--- config.mk ---
export PLATFORM = sky130hd
export DESIGN_NAME = valid_block_framer
export DESIGN_NICKNAME = d
export VERILOG_FILES = /design/src/rtl/valid_block_framer.sv
export SDC_FILE = /design/constraint.sdc
export NUM_CORES = 1
export LEC_CHECK = 0
export ABC_AREA = 0
export BUFFER_PORTS_ARGS = -buffer_cell sky130_fd_sc_hd__buf_2
export CORE_ASPECT_RATIO = 1.2
export CORE_MARGIN = 2
export CORE_UTILIZATION = 45
export CTS_BUF_LIST = sky130_fd_sc_hd__clkbuf_16
export DETAILED_ROUTE_END_ITERATION = 8
export PLACE_DENSITY = 0.72
export SLEW_MARGIN = 25
export SYNTH_ARGS = -nofsm -noshare
export SYNTH_HDL_FRONTEND = slang
export SYNTH_SLANG_ARGS = --single-unit
--- constraint.sdc ---
create_clock -name clk -period 2.9 [get_ports clk]
set_clock_uncertainty 0.1 [all_clocks]
set_input_delay 0 -clock clk [delete_from_list [all_inputs] [get_ports clk]]
set_output_delay 0 -clock clk [all_outputs]
set_load 0.02 [all_outputs]
--- src/rtl/valid_block_framer.sv ---
module valid_block_framer #(
  parameter int BLK_LEN      = 1024,
  parameter int SPS          = 200000000,
  parameter int ACC_W        = $clog2(BLK_LEN) + 1,
  parameter int BSN_W        = 48,
  parameter int GBSN_W       = 64,
  parameter bit GBSN_ALL_SOP = 1'b0
) (
  input  logic              clk,
  input  logic              rst_n,
  input  logic              in_valid,
  input  logic              in_sync,
  input  logic [GBSN_W-1:0] in_gbsn,
  output logic              out_valid,
  output logic              out_sop,
  output logic              out_eop,
  output logic              out_sync,
  output logic [BSN_W-1:0]  out_bsn,
  output logic [GBSN_W-1:0] out_gbsn
);

  localparam int BASE  = SPS / BLK_LEN;
  localparam int REM   = SPS % BLK_LEN;
  localparam int SMP_W = $clog2(BLK_LEN);
  localparam int CNT_W = $clog2(BASE + 1) + 1;

  logic [SMP_W-1:0]  smp_cnt;
  logic [CNT_W-1:0]  blk_cnt;
  logic [ACC_W-1:0]  acc;
  logic              extra;
  logic [BSN_W-1:0]  bsn_cnt;
  logic [GBSN_W-1:0] gbsn_hold;

  logic              first, last, ival_head, ival_last, carry;
  logic [ACC_W:0]    acc_sum;
  logic [GBSN_W-1:0] gbsn_now;

  assign first     = in_valid && (smp_cnt == '0);
  assign last      = in_valid && (smp_cnt == SMP_W'(BLK_LEN - 1));
  assign ival_head = (blk_cnt == '0);
  assign ival_last = (blk_cnt == CNT_W'(BASE - 1) + CNT_W'(extra));
  assign acc_sum   = {1'b0, acc} + (ACC_W+1)'(REM);
  assign carry     = (acc_sum >= (ACC_W+1)'(BLK_LEN));
  assign gbsn_now  = in_sync ? in_gbsn : gbsn_hold;

  always_ff @(posedge clk) begin
    if (!rst_n) begin
      smp_cnt   <= '0;
      blk_cnt   <= '0;
      acc       <= ACC_W'(REM);
      extra     <= 1'b0;
      bsn_cnt   <= '0;
      gbsn_hold <= '0;
    end else begin
      if (last) begin
        smp_cnt <= '0;
        if (ival_last) begin
          blk_cnt <= '0;
          extra   <= carry;
          acc     <= carry ? ACC_W'(acc_sum - (ACC_W+1)'(BLK_LEN)) : ACC_W'(acc_sum);
        end else begin
          blk_cnt <= blk_cnt + 1'b1;
        end
      end else if (in_valid) begin
        smp_cnt <= smp_cnt + 1'b1;
      end
      if (first)   bsn_cnt   <= bsn_cnt + 1'b1;
      if (in_sync) gbsn_hold <= in_gbsn;
    end
  end

  always_ff @(posedge clk) begin
    if (!rst_n) begin
      out_valid <= 1'b0;
      out_sop   <= 1'b0;
      out_eop   <= 1'b0;
      out_sync  <= 1'b0;
      out_bsn   <= '0;
      out_gbsn  <= '0;
    end else begin
      out_valid <= in_valid;
      out_sop   <= first;
      out_eop   <= last;
      out_sync  <= first && ival_head;
      if (first) out_bsn <= bsn_cnt;
      if (first && (GBSN_ALL_SOP || ival_head)) out_gbsn <= gbsn_now;
    end
  end

  a_r3_sop_has_valid: assert property (@(posedge clk) disable iff (!rst_n)
    out_sop |-> out_valid);
  a_r4_eop_has_valid: assert property (@(posedge clk) disable iff (!rst_n)
    out_eop |-> out_valid);
  a_r4_smp_in_range: assert property (@(posedge clk) disable iff (!rst_n)
    smp_cnt <= SMP_W'(BLK_LEN - 1));
  a_r4_sop_after_eop: assert property (@(posedge clk) disable iff (!rst_n)
    (out_eop && in_valid) |=> out_sop);
  a_r5_sync_on_sop: assert property (@(posedge clk) disable iff (!rst_n)
    out_sync |-> out_sop);
  a_r5_blk_in_range: assert property (@(posedge clk) disable iff (!rst_n)
    blk_cnt <= CNT_W'(BASE));
  a_r6_bsn_holds: assert property (@(posedge clk) disable iff (!rst_n)
    !out_sop |-> $stable(out_bsn));
  a_r8_gbsn_holds: assert property (@(posedge clk) disable iff (!rst_n)
    !(GBSN_ALL_SOP ? out_sop : out_sync) |-> $stable(out_gbsn));

endmodule

Word-level counts from Yosys, hierarchy flattened --
Index checks and enable logic that the tools add are counted.
Word-level totals: input bits 68, output and inout bits 116, word-level logic and storage cells 32, flip-flop bits (word level) 269
Operators by class: bitwise gates (word level) 1, mux-type cells 3, magnitude comparators 1, equality and inequality tests 2, reduce and logical (&&, ||, !) cells 7, $add $sub $neg 6
Operators by type and width (number):
- 2-to-1 mux 64 bit | 1
- adder 48 x 1 -> 48 bit, second input constant | 1
- adder 18 x 1 -> 19 bit, first input constant | 1
- adder 19 x 1 -> 19 bit, second input constant | 1
- == test 19 bit | 1
- zero test 19 bit | 1
- 2-to-1 mux 19 bit | 1
- adder 11 x 10 -> 12 bit, second input constant | 1
- greater-or-equal comparator 12 x 11 -> 1 bit, second input constant | 1
- 2-to-1 mux 11 bit | 1
- subtractor 11 bit, second input constant | 1
- adder 10 x 1 -> 10 bit, second input constant | 1
- == test 10 bit, second input constant | 1
- zero test 10 bit | 1
- logical AND 1 bit | 3
- AND reduction 2 bit | 1
- OR reduction 2 bit | 1
- NOT 1 bit | 1

Longest topological paths before layout --
Gate-level depths: netlist (run 1).
word-level depth 3, gate-level depth with buffers 9, gate-level depth less buffers 7

Worst setup path before layout (run 1) --
OpenSTA, ideal clock, no wires.
path type reg-to-reg, start register smp_cnt[0], end register extra, required time 2672 ps, path slack 758 ps, cell stages (with the launch flop) 8, arrival 1915 ps, clock period less this slack 2142 ps, buffers on the path 1, cell sequence dfxtp_1 -> ha_1 -> nand4_2 -> or4_1 -> buf_2 -> nor4b_4 -> mux2i_1 -> nor2_1
Between the ends: longest elaborated chain between the ends 3
RTL lines:
- start: declaration | RTL line 27 | logic [SMP_W-1:0] smp_cnt;
- start signal: assignment | RTL line 65 | smp_cnt <= smp_cnt + 1'b1;
- == test 10 bit | RTL line 39 | assign last = in_valid && (smp_cnt == SMP_W'(BLK_LEN - 1));
- logical AND 1 bit | RTL line 39
- AND reduction 2 bit (no source line)
- end signal: assignment | RTL line 59 | extra <= carry;
- end: declaration | RTL line 30 | logic extra;
Every way passes these cells. A chain may end at the register's enable or synchronous reset.

Worst setup path in the final report (run 1) --
Ends and elaborated chain as after synthesis.

==> results of run 1 <==
worst paths after layout:
path / endpoint / slack (ns) / startpoint / cells after the start
worst max register to register: extra / 0.46 / smp_cnt[0] / 6
worst max-delay path: extra / 0.46 / smp_cnt[0] / 6
worst min register to register: acc[10] / 0.33 / acc[10] / 2
worst min-delay path: blk_cnt[3] / 0.006 / rst_n / 3
metrics by stage:
step           hold WS [ns]  total power, mW  setup slack [ns]  instances  cell area [sq um]
6_report            0.00614             7.83             0.459       1755              13400
5_1_grt              0.0338             8.15             0.222       1755              13400
4_1_cts            0.000276             7.89             0.433       1755              13400
3_5_place_dp          0.169             4.58             0.434       1627              11800
3_3_place_gp          0.158             4.56             0.481       1627              11800
2_1_floorplan        0.0661             4.36             0.758       1176              10600
registers in the layout, indices dropped and copies added (netlist names):
name and count:
out_eop 1, smp_cnt 10, out_bsn 48, out_valid 1, gbsn_hold 64, blk_cnt 19
out_sync 1, out_gbsn 64, bsn_cnt 48, out_sop 1, acc 2, extra 1
final cells by class:
class | count | share of cell area [%]
Clock buffer | 27 | 5.03
Clock inverter | 17 | 0.978
Inverter | 82 | 2.31
Multi-Input combinational cell | 768 | 35.6
Sequential cell | 260 | 38.8
Tap cell | 315 | 2.93
Timing Repair Buffer | 286 | 14.4
kinds of logic after synthesis:
logic type,share of synthesized area (%)
AND/OR/NAND/NOR,22.7
adder cells (fa/ha/maj),0.590
buffers and inverters,5.87
AO/OA/AOI/OAI,6.11
flip-flops,49.1
multiplexers,12.4
XOR/XNOR,3.22
layer usage:
layer	vias up	global-route usage, %	wire length (microns)
met2	231	36.6	12300
li1	4426	-	-
met1	4110	24.4	10900
met4	0	5.50	554
met3	46	4.15	1770
met5	-	0	0
cell usage after synthesis, types with 5 or more instances:
| cell | number | area share [%] |
|---|---|---|
| nand4_1 | 28 | 1.7 |
| nand3_1 | 28 | 1.3 |
| dfxtp_1 | 260 | 49 |
| clkbuf_1 | 44 | 1.6 |
| xnor2_1 | 19 | 1.6 |
| or3_1 | 14 | 0.83 |
| o211ai_1 | 7 | 0.50 |
| and2_1 | 69 | 4.1 |
| nor2_1 | 119 | 4.2 |
| buf_2 | 5 | 0.24 |
| inv_1 | 82 | 2.9 |
| nor4_1 | 9 | 0.53 |
| nor3_1 | 15 | 0.71 |
| buf_6 | 7 | 0.74 |
| buf_1 | 8 | 0.28 |
| ha_1 | 5 | 0.59 |
| o21ai_0 | 16 | 0.76 |
| a21oi_1 | 77 | 3.6 |
| o31ai_1 | 7 | 0.50 |
| or4_1 | 16 | 1.1 |
| and4_1 | 7 | 0.58 |
| xor2_1 | 20 | 1.7 |
| mux2i_1 | 131 | 12 |
| and3_1 | 8 | 0.47 |
| nand2_1 | 143 | 5.1 |
power by group:
part / switching, mW / leakage [nW] / internal [mW]
clock: 1.37 / 0.408 / 1.85
sequential: 0.0592 / 2.11 / 3.70
combinational: 0.481 / 3.08 / 0.374
worst max-delay path: stages (launching register included):
cell and delay [ns]:
dfxtp_1 0.39, ha_1 0.20, nand4_2 0.17, or4_1 0.74
nor4b_4 0.43, mux2i_1 0.22, nor2_1 0.05
what timing repair did:
action,4_1_cts,5_1_grt
hold buffers,84,0
setup endpoints to repair,0,0
endpoints found under the hold margin,138,0
==> metrics.txt, run 1 <==
# TYPE chip_impl_metric gauge
chip_impl_metric{name="detailedRoute.firstPassIterationCount",unit=""} 4
chip_impl_metric{name="layout_worst_path_cycle_share",unit="%"} 84.2
chip_impl_info{name="cp_startpoint_kind",value="register"} 1
chip_impl_info{name="layout_commonest_cell",value="dfxtp_1"} 1
chip_impl_metric{name="max_root_sink_buffers",unit=""} 3
chip_impl_metric{name="worst_margin_pin_slew",unit="ns"} 0.914
chip_impl_metric{name="dr.first_iter.drc_count",unit=""} 403
chip_impl_metric{name="via_count",unit=""} 8813
chip_impl_metric{name="antenna_cells_inserted",unit=""} 0
chip_impl_metric{name="multi_input_area",unit="sq um"} 4770
chip_impl_metric{name="initial_utilization",unit="%"} 45.8
chip_impl_metric{name="route.detailed.drc",unit=""} 0
chip_impl_metric{name="die-height",unit="microns"} 172
chip_impl_metric{name="port_buffers",unit=""} 183
chip_impl_metric{name="drt-wirelength-per-cell",unit="microns"} 14.5
chip_impl_metric{name="maxCapViolCount",unit=""} 0
chip_impl_metric{name="postLayoutCoreUtil",unit="%"} 58.1
chip_impl_metric{name="synth-edff-count",unit=""} 0
chip_impl_metric{name="finalMaxSlewViolations",unit=""} 0
chip_impl_info{name="status",value="finished, final reports clean"} 1
chip_impl_metric{name="fraction_of_registers_with_async_set_reset",unit="%"} 0
chip_impl_metric{name="hold_viol",unit=""} 0
chip_impl_metric{name="power_density",unit="nW/um^2"} 583
chip_impl_metric{name="netlist_area",unit="sq um"} 10600
chip_impl_metric{name="postSynthRegisterBits",unit=""} 260
chip_impl_metric{name="grt_first_pass_wirelength",unit="microns"} 41900
chip_impl_metric{name="post_cts_buffers",unit=""} 0
chip_impl_info{name="postSynth.topFlopCell",value="dfxtp_1"} 1
chip_impl_metric{name="finalSetupViolations",unit=""} 0
chip_impl_info{name="grt_setup_unrepaired",value="false"} 1
chip_impl_metric{name="worst_slew_margin_rel",unit="%"} 39.1
chip_impl_metric{name="finalWirelength",unit="microns"} 25500
chip_impl_metric{name="synth.yosys.seq_area_share",unit="%"} 49.1
chip_impl_metric{name="synth-warning-count",unit=""} 0
chip_impl_metric{name="clkSlewWorstSetupHoldPaths",unit="ns"} 0.06
chip_impl_metric{name="ctsHtreeMaxLevel",unit=""} 1
chip_impl_metric{name="synthesis.instances",unit=""} 1176
chip_impl_metric{name="post_synthesis_average_cell_area",unit="sq um"} 9.01
chip_impl_info{name="cts.root.buffer_cell",value="clkbuf_16"} 1
chip_impl_metric{name="gp_routability_congestion",unit=""} 0.826
chip_impl_metric{name="grt_antenna_before_repair",unit=""} 0
chip_impl_metric{name="timing.critical_path.required",unit="ns"} 3.18
chip_impl_metric{name="vdd.ir_drop.worst",unit="uV"} 437
chip_impl_metric{name="syn-num-nets",unit=""} 1249
chip_impl_metric{name="cts_buffers",unit=""} 27
chip_impl_metric{name="seqCellArea",unit="sq um"} 5200
chip_impl_metric{name="cp_max_fo",unit=""} 12
chip_impl_metric{name="global_route.overflow_total",unit=""} 0
chip_impl_metric{name="avgViaCountPerCell",unit=""} 5.02
chip_impl_info{name="critical_path_class",value="register to register"} 1
chip_impl_metric{name="floorplan.rows",unit=""} 61
chip_impl_metric{name="grt_max_degree",unit=""} 88
chip_impl_metric{name="hpwl",unit="microns"} 15400
chip_impl_metric{name="clock_insertion_delay_worst_skew",unit="ns"} 0.53
chip_impl_info{name="worstHoldPathType",value="input port to register"} 1
chip_impl_metric{name="grt_pass1_vias",unit=""} 8743
chip_impl_metric{name="number_of_distinct_library_cells_after_synthesis",unit=""} 44
chip_impl_info{name="cts_tree",value="done"} 1
chip_impl_metric{name="power.static_leakage",unit="nW"} 5.60
chip_impl_metric{name="die_x",unit="microns"} 144
chip_impl_metric{name="drt.antenna.violating_nets",unit=""} 0
chip_impl_metric{name="i_o_pin_count",unit=""} 184
chip_impl_metric{name="fin_crit",unit="ns"} 2.44
chip_impl_metric{name="total_global_route_track_usage",unit="%"} 20.3
chip_impl_metric{name="worst_path_arrival",unit="ns"} 2.72
chip_impl_metric{name="fp.dieArea",unit="sq um"} 24800
chip_impl_info{name="timing.critical_path.to_type",value="register"} 1
chip_impl_metric{name="final.fill_count",unit=""} 1975
chip_impl_metric{name="totalNegativeSetupSlack",unit="ns"} 0
chip_impl_metric{name="clkSinkCount",unit=""} 260
chip_impl_metric{name="layout-drive-gt1-share",unit="%"} 17.4
chip_impl_metric{name="area.growth.synth_to_final",unit="%"} 26.8
chip_impl_metric{name="floorplan.core_area",unit="sq um"} 23100
chip_impl_info{name="layout.cells.most_common_list",value="dfxtp_1, buf_2, nand2_1"} 1
chip_impl_metric{name="fmaxAchievable",unit="MHz"} 410
chip_impl_metric{name="number_of_instances_resized_during_post_cts_repair",unit=""} 0
chip_impl_metric{name="layout.nets",unit=""} 1498
No activity file was read; power rests on OpenSTA's default activity.
==> run 2: changes to the inputs <==
Settings changed: ABC_AREA 0 to 1.
Clock period 2.9 ns to 2.34 ns, I/O delays scaled along.
==> run 2 against run 1 <==
  * Register-to-register slack got worse by 0.21 ns
  * Non-clock buffer count is 15 higher
  * Sequential power rose by 28%
==> metrics.txt, run 2 <==
# TYPE chip_impl_metric gauge
chip_impl_metric{name="fraction_of_registers_with_async_set_reset",unit="%"} 0
chip_impl_metric{name="internal_power",unit="mW"} 7.64
chip_impl_info{name="postSynth.topFlopCell",value="dfxtp_1"} 1
chip_impl_metric{name="floorplan.core_area",unit="sq um"} 24000
chip_impl_metric{name="total_global_route_track_usage",unit="%"} 23.1
chip_impl_info{name="status",value="finished, final reports clean"} 1
chip_impl_metric{name="drt.antenna.violating_nets",unit=""} 0
chip_impl_info{name="reg.largest.list",value="gbsn_hold: 64 flops, out_gbsn: 64 flops"} 1
chip_impl_metric{name="timing.critical_path.required",unit="ns"} 2.64
chip_impl_info{name="post-synth-top-count-cell",value="nor2_1"} 1
chip_impl_metric{name="power.static_leakage",unit="nW"} 6.19
chip_impl_metric{name="hpwl",unit="microns"} 20000
chip_impl_metric{name="number_of_distinct_library_cells_after_synthesis",unit=""} 34
chip_impl_metric{name="clock_insertion_delay_worst_skew",unit="ns"} 0.52
chip_impl_metric{name="synth-edff-count",unit=""} 0
chip_impl_info{name="yosys-top-cells-count",value="nor2_1, dfxtp_1, nand2_1, inv_1, nand4_1"} 1
chip_impl_metric{name="placedCellCount",unit=""} 1952
chip_impl_metric{name="synth-warning-count",unit=""} 0
chip_impl_metric{name="grt_pass1_vias",unit=""} 10400
chip_impl_metric{name="via_count",unit=""} 10700
chip_impl_info{name="grt_setup_unrepaired",value="false"} 1
chip_impl_info{name="cp_startpoint_kind",value="register"} 1
chip_impl_metric{name="clkSlewWorstSetupHoldPaths",unit="ns"} 0.06
chip_impl_info{name="critical_path_class",value="register to register"} 1
chip_impl_metric{name="clkSinkCount",unit=""} 260
chip_impl_metric{name="fmaxAchievable",unit="MHz"} 477
chip_impl_info{name="layout_commonest_cell",value="nor2_1"} 1
chip_impl_metric{name="finalSetupViolations",unit=""} 0
chip_impl_metric{name="grt_max_degree",unit=""} 80
chip_impl_metric{name="layout.nets",unit=""} 1822
chip_impl_metric{name="max_root_sink_buffers",unit=""} 3
chip_impl_metric{name="gp_routability_congestion",unit=""} 0.928
chip_impl_info{name="cts_tree",value="done"} 1
chip_impl_metric{name="post_synthesis_average_cell_area",unit="sq um"} 7.40
chip_impl_metric{name="synth.yosys.seq_area_share",unit="%"} 47.1
chip_impl_metric{name="avgViaCountPerCell",unit=""} 5.11
chip_impl_metric{name="timing.critical_path.slowest_cell_delay",unit="ns"} 0.44
chip_impl_info{name="synthDominantAreaCellType",value="dfxtp_1"} 1
chip_impl_metric{name="final.fill_count",unit=""} 2165
chip_impl_metric{name="netlist.area_leader.share",unit="%"} 47.1
chip_impl_metric{name="worst_margin_pin_slew",unit="ns"} 0.540
chip_impl_metric{name="floorplan.rows",unit=""} 62
chip_impl_info{name="cts.root.buffer_cell",value="clkbuf_16"} 1
chip_impl_metric{name="synthesis.instances",unit=""} 1494
chip_impl_metric{name="drt-wirelength-per-cell",unit="microns"} 14.7
chip_impl_info{name="cp_cell_sequence",value="inv_1 -> ha_1 -> nand3_1 -> nor2_4 -> buf_4 -> nand3b_1 -> o21ai_0 -> nor2_1"} 1
chip_impl_metric{name="initial_utilization",unit="%"} 46.0
chip_impl_metric{name="finalWirelength",unit="microns"} 30700
chip_impl_metric{name="p_comb_share",unit="%"} 13.6
chip_impl_metric{name="finalMaxSlewViolations",unit=""} 0
chip_impl_metric{name="finish.cell_count_without_fillers",unit=""} 2087
chip_impl_metric{name="cp_max_fo",unit=""} 31
chip_impl_metric{name="totalNegativeSetupSlack",unit="ns"} 0
chip_impl_metric{name="clock_power_share",unit="%"} 39.9
chip_impl_metric{name="power_density",unit="nW/um^2"} 735
chip_impl_info{name="timing.critical_path.to_type",value="register"} 1
chip_impl_metric{name="dr.first_iter.drc_count",unit=""} 624
chip_impl_metric{name="netlist_area",unit="sq um"} 11100
chip_impl_info{name="slowest_stage",value="nor2_4"} 1
chip_impl_metric{name="fin_crit",unit="ns"} 2.10
chip_impl_info{name="worstHoldPathType",value="input port to register"} 1
chip_impl_metric{name="i_o_pin_count",unit=""} 184
chip_impl_metric{name="maxCapViolCount",unit=""} 0
chip_impl_metric{name="antenna_cells_inserted",unit=""} 0
chip_impl_metric{name="layout-drive-gt1-share",unit="%"} 15.7
chip_impl_info{name="layout.cells.most_common_list",value="nor2_1, dfxtp_1, nand2_1"} 1
chip_impl_metric{name="detailedRoute.firstPassIterationCount",unit=""} 5
chip_impl_metric{name="cts_buffers",unit=""} 26
chip_impl_metric{name="post_cts_buffers",unit=""} 0
chip_impl_metric{name="global_route.overflow_total",unit=""} 0
chip_impl_info{name="critical_path.top_delay_family",value="simple AND/OR/NAND/NOR gates"} 1
chip_impl_metric{name="route.detailed.drc",unit=""} 0
chip_impl_metric{name="worst_slew_margin_rel",unit="%"} 64.0
chip_impl_metric{name="layout_worst_path_cycle_share",unit="%"} 89.5
chip_impl_metric{name="hold_viol",unit=""} 0
chip_impl_metric{name="area.growth.synth_to_final",unit="%"} 27.1
chip_impl_metric{name="syn-num-nets",unit=""} 1567
chip_impl_metric{name="grt_antenna_before_repair",unit=""} 0
chip_impl_metric{name="postSynthRegisterBits",unit=""} 260
chip_impl_metric{name="fp.dieArea",unit="sq um"} 25900
chip_impl_metric{name="die-height",unit="microns"} 176
chip_impl_info{name="yosys-top-cells-area",value="dfxtp_1, nor2_1, nand2_1"} 1
chip_impl_metric{name="power.switching_fraction",unit="%"} 26.1
chip_impl_metric{name="p_sw",unit="mW"} 2.70
chip_impl_metric{name="p_seq_share",unit="%"} 46.5
chip_impl_metric{name="worst_path_arrival",unit="ns"} 2.40
chip_impl_metric{name="grt_first_pass_wirelength",unit="microns"} 50200
chip_impl_metric{name="die_x",unit="microns"} 147
chip_impl_metric{name="ctsHtreeMaxLevel",unit=""} 1
chip_impl_metric{name="vdd.ir_drop.worst",unit="uV"} 526
chip_impl_metric{name="total_buffers_and_inverters_traversed_by_the_critical_path",unit=""} 2
chip_impl_metric{name="port_buffers",unit=""} 183
[run 2: cell types whose count changed after synthesis, moves of 14 or more]
cell | before | now
nor2_1 | 119 | 396
nand2_1 | 143 | 254
and2_1 | 69 | 1
mux2i_1 | 131 | 64
nand4_1 | 28 | 83
o21ai_0 | 16 | 66
nand3_1 | 28 | 56
buf_2 | 5 | 30
clkbuf_1 | 44 | 26
xnor2_1 | 19 | 2
or4_1 | 16 | 0
a21oi_1 | 77 | 63
or3_1 | 14 | 0
[run 2: final timing paths]
check | start | to | slack, ns | cells past startpoint
hold reg to reg | acc[10] | acc[10] | 0.33 | 2
hold / removal | in_sync | gbsn_hold[40] | 0.03 | 3
setup reg to reg | smp_cnt[0] | bsn_cnt[17] | 0.24 | 8
setup / recovery | smp_cnt[0] | bsn_cnt[17] | 0.24 | 8
[run 2: kinds of logic (layout without fill, tap and decap cells)]
family | Yosys count | count (layout) | share of synthesized area [%]
and+or+nand+nor | 838 | 838 | 32.3
muxes | 64 | 64 | 5.79
DFF | 260 | 260 | 47.1
AOI/OAI and AO/OA | 141 | 141 | 6.57
buffers and inverters | 173 | 446 | 6.69
xor gates and xnor gates | 13 | 13 | 1.03
adders and majority gates | 5 | 5 | 0.566
[run 2: metrics by stage]
stage / util (%) / hold slack [ns] / total power, mW / worst slack (ns) / cell area [sq um]
finish: 58.5 / 0.0328 / 10.3 / 0.245 / 14100
global route: 58.5 / 0.0262 / 10.7 / 0.0312 / 14100
CTS: 58.4 / 0.0129 / 10.4 / 0.134 / 14100
detailed placement: 51.2 / 0.173 / 6.16 / 0.155 / 12300
global placement: 51.2 / 0.163 / 6.13 / 0.172 / 12300
floorplan: - / 0.0664 / 5.74 / 0.606 / 11100
[run 2: power by group through the flow]
stage          registers, mW  logic (mW)  clock network [mW]
4_1_cts                 4.81        1.39                4.20
2_1_floorplan           5.12       0.625                   0
6_report                4.81        1.40                4.13
3_3_place_gp            4.89        1.23                   0
3_5_place_dp            4.90        1.25                   0
5_1_grt                 4.83        1.54                4.37
[run 2: layout make-up]
| cell class | instances | area, sq um | area share, % |
|---|---|---|---|
| clock inverters | 19 | 166 | 1.18 |
| inverters | 99 | 372 | 2.64 |
| multi-input cells | 1061 | 5140 | 36.5 |
| clock buffers | 27 | 676 | 4.81 |
| flip-flops and latches | 260 | 5200 | 37.0 |
| repair buffers | 301 | 2100 | 15.0 |
| well taps | 320 | 400 | 2.85 |
[run 2: worst register-to-register path: cells and delay by family (launching register included)]
| family | cells | cell delay [ns] |
|---|---|---|
| AOI/OAI and AO/OA | 1 | 0.17 |
| adders and majority gates | 1 | 0.17 |
| buffers and inverters | 2 | 0.43 |
| DFF | 1 | 0.34 |
| and+or+nand+nor | 4 | 0.78 |
[run 2: repair_timing]
action	4_1_cts	5_1_grt
setup endpoints to repair	0	5
hold buffers	89	0
gates resized for setup	0	4
endpoints found under the hold margin	159	0
[run 2: per-layer routing]
layer / GRT usage [%] / vias up / wire, microns
met5: 0 / - / 0
met2: 41.4 / 352 / 14900
li1: - / 5347 / -
met4: 9.01 / 0 / 1050
met3: 3.06 / 75 / 1670
met1: 28.1 / 4885 / 13000
==> run 3: changes to the inputs <==
Settings changed: GPL_TIMING_DRIVEN from default to 0.
==> run 3 against run 2 <==
  * Die area unchanged
  * Sequential cell count unchanged
  * Fmax down 4.7%
  * Utilization fell by 0.87 points
  * Clock-buffer cell count unchanged
  * Clock power shrank 9.7%
  * Global-route usage up 1.3 points
  * Wire length increased by 4.9%
  * Combinational power is essentially flat
  * Critical path depth increased by 2
  * Non-clock buffer count grew 25
  * Highest routed layer unchanged
==> metrics.txt, run 3 (synthesized netlist as in run 2, its figures left out) <==
# TYPE chip_impl_metric gauge
chip_impl_info{name="cts.root.buffer_cell",value="clkbuf_16"} 1
chip_impl_metric{name="route.detailed.drc",unit=""} 0
chip_impl_metric{name="hpwl",unit="microns"} 23200
chip_impl_metric{name="die_x",unit="microns"} 147
chip_impl_info{name="worstHoldPathType",value="input port to register"} 1
chip_impl_metric{name="vdd.ir_drop.worst",unit="uV"} 570
chip_impl_metric{name="gp_routability_congestion",unit=""} 0.915
chip_impl_metric{name="fmaxAchievable",unit="MHz"} 455
chip_impl_metric{name="detailedRoute.firstPassIterationCount",unit=""} 6
chip_impl_metric{name="finish.cell_count_without_fillers",unit=""} 2110
chip_impl_metric{name="dr.first_iter.drc_count",unit=""} 508
chip_impl_metric{name="worst_slew_margin_rel",unit="%"} 44.6
chip_impl_metric{name="final.fill_count",unit=""} 2255
chip_impl_metric{name="layout.nets",unit=""} 1847
chip_impl_info{name="cp_cell_sequence",value="inv_1 -> ha_1 -> nand2_1 -> nor2_2 -> nand2_2 -> buf_2 -> nor2_1 -> nand4_1 -> nand2_1 -> nor2_1"} 1
chip_impl_metric{name="clock_insertion_delay_worst_skew",unit="ns"} 0.53
chip_impl_info{name="status",value="finished, final reports clean"} 1
chip_impl_metric{name="layout_worst_path_cycle_share",unit="%"} 93.9
chip_impl_metric{name="clkSlewWorstSetupHoldPaths",unit="ns"} 0.06
chip_impl_info{name="critical_path_class",value="register to register"} 1
chip_impl_metric{name="port_buffers",unit=""} 180
chip_impl_info{name="layout_commonest_cell",value="nor2_1"} 1
chip_impl_metric{name="avgViaCountPerCell",unit=""} 5.11
chip_impl_metric{name="global_route.overflow_total",unit=""} 0
chip_impl_metric{name="finalSetupViolations",unit=""} 0
chip_impl_metric{name="via_count",unit=""} 10800
chip_impl_metric{name="postLayoutCoreUtil",unit="%"} 57.6
chip_impl_info{name="layout.cells.most_common_list",value="nor2_1, dfxtp_1, nand2_1"} 1
chip_impl_metric{name="dp_slack",unit="ns"} -0.00198
chip_impl_metric{name="grt_antenna_before_repair",unit=""} 0
chip_impl_info{name="timing.critical_path.to_type",value="register"} 1
chip_impl_metric{name="worstSetupPathDepth",unit=""} 10
chip_impl_metric{name="antenna_cells_inserted",unit=""} 0
chip_impl_metric{name="timing.critical_path.required",unit="ns"} 2.66
chip_impl_metric{name="worst_margin_pin_slew",unit="ns"} 0.830
chip_impl_metric{name="total_buffers_and_inverters_traversed_by_the_critical_path",unit=""} 2
chip_impl_metric{name="worstHoldPathCells",unit=""} 3
chip_impl_metric{name="grt_max_degree",unit=""} 14
chip_impl_metric{name="seqCellArea",unit="sq um"} 5200
chip_impl_metric{name="area.growth.synth_to_final",unit="%"} 25.3
chip_impl_metric{name="fp.dieArea",unit="sq um"} 25900
chip_impl_metric{name="max_root_sink_buffers",unit=""} 3
chip_impl_metric{name="power_density",unit="nW/um^2"} 719
chip_impl_metric{name="timing.critical_path.slowest_cell_delay",unit="ns"} 0.54
chip_impl_metric{name="die-height",unit="microns"} 176
chip_impl_metric{name="i_o_pin_count",unit=""} 184
chip_impl_metric{name="layout-drive-gt1-share",unit="%"} 15.3
chip_impl_info{name="grt_setup_unrepaired",value="false"} 1
chip_impl_metric{name="placedCellCount",unit=""} 1994
chip_impl_metric{name="drt.antenna.violating_nets",unit=""} 0
chip_impl_metric{name="hold_viol",unit=""} 0
chip_impl_metric{name="cts_buffers",unit=""} 26
chip_impl_metric{name="finalPower",unit="mW"} 9.96
chip_impl_metric{name="r2r_cells",unit=""} 10
chip_impl_metric{name="worst_path_arrival",unit="ns"} 2.52
chip_impl_info{name="cts_tree",value="done"} 1
chip_impl_metric{name="final_design_area_no_fill",unit="sq um"} 13900
chip_impl_metric{name="fin_hold_ws",unit="ns"} 0.169
chip_impl_info{name="cp_startpoint_kind",value="register"} 1
chip_impl_metric{name="total_global_route_track_usage",unit="%"} 24.4
chip_impl_metric{name="least_setup_slack_across_all_paths_after_layout",unit="ns"} 0.142
chip_impl_metric{name="floorplan.core_area",unit="sq um"} 24000
chip_impl_info{name="reg.largest.list",value="gbsn_hold: 64 flops, out_gbsn: 64 flops"} 1
chip_impl_metric{name="initial_utilization",unit="%"} 46.0
chip_impl_metric{name="grt_first_pass_wirelength",unit="microns"} 51700
chip_impl_metric{name="power.static_leakage",unit="nW"} 6.11
chip_impl_metric{name="clkSinkCount",unit=""} 260
chip_impl_metric{name="cp_max_fo",unit=""} 10
chip_impl_metric{name="multi_input_area",unit="sq um"} 5130
chip_impl_metric{name="placed_cell_area",unit="sq um"} 12400
chip_impl_metric{name="floorplan.rows",unit=""} 62
chip_impl_info{name="slowest_stage",value="nor2_1"} 1
chip_impl_metric{name="drt-wirelength-per-cell",unit="microns"} 15.3
chip_impl_metric{name="ctsHtreeMaxLevel",unit=""} 1
chip_impl_metric{name="finalWirelength",unit="microns"} 32200
chip_impl_metric{name="grt_pass1_vias",unit=""} 10300
chip_impl_metric{name="finalMaxSlewViolations",unit=""} 0
chip_impl_info{name="critical_path.top_delay_family",value="simple AND/OR/NAND/NOR gates"} 1
chip_impl_metric{name="maxCapViolCount",unit=""} 0
chip_impl_metric{name="fin_crit",unit="ns"} 2.20
chip_impl_metric{name="totalNegativeSetupSlack",unit="ns"} 0
run 3: report_power, final:
part | internal (mW) | switching (mW) | leakage, nW | total, mW
clock network | 2.05 | 1.68 | 0.388 | 3.73
logic | 0.538 | 0.882 | 3.59 | 1.42
registers | 4.69 | 0.122 | 2.13 | 4.81
total | 7.28 | 2.69 | 6.11 | 9.96
run 3: final timing paths:
check                   from          end  slack [ns]
setup reg to reg  smp_cnt[0]  bsn_cnt[41]        0.14
hold reg to reg      acc[10]      acc[10]        0.33
setup / recovery  smp_cnt[0]  bsn_cnt[41]        0.14
hold / removal      in_valid   smp_cnt[0]        0.17
run 3: metal layers:
metal	global-route usage, %	vias to the layer above	share of wire (%)
met5	0	-	0
met1	29.1	4886	41
met4	8.01	0	3.4
met3	3.51	86	6.8
li1	-	5415	-
met2	45.1	393	49
run 3: layout make-up:
type	count	share of cell area [%]
plain buffers	74	2.67
clock inverters	17	0.470
inverters	99	2.68
clock buffers	27	4.88
multi-input cells	1061	37.1
well taps	320	2.89
flip-flops and latches	260	37.6
repair buffers	252	11.8
run 3: worst min-delay path: stages:
cell and delay (ns):
dlygate4sd3_1 0.52, buf_4 0.16, a21oi_1 0.07
run 3: timing repair:
action / CTS / global route
pin swaps: 0 / 1
endpoints found under the hold margin: 139 / 0
hold buffers: 71 / 0
setup buffers: 0 / 1
setup endpoints to repair: 1 / 65
resized for setup: 1 / 5
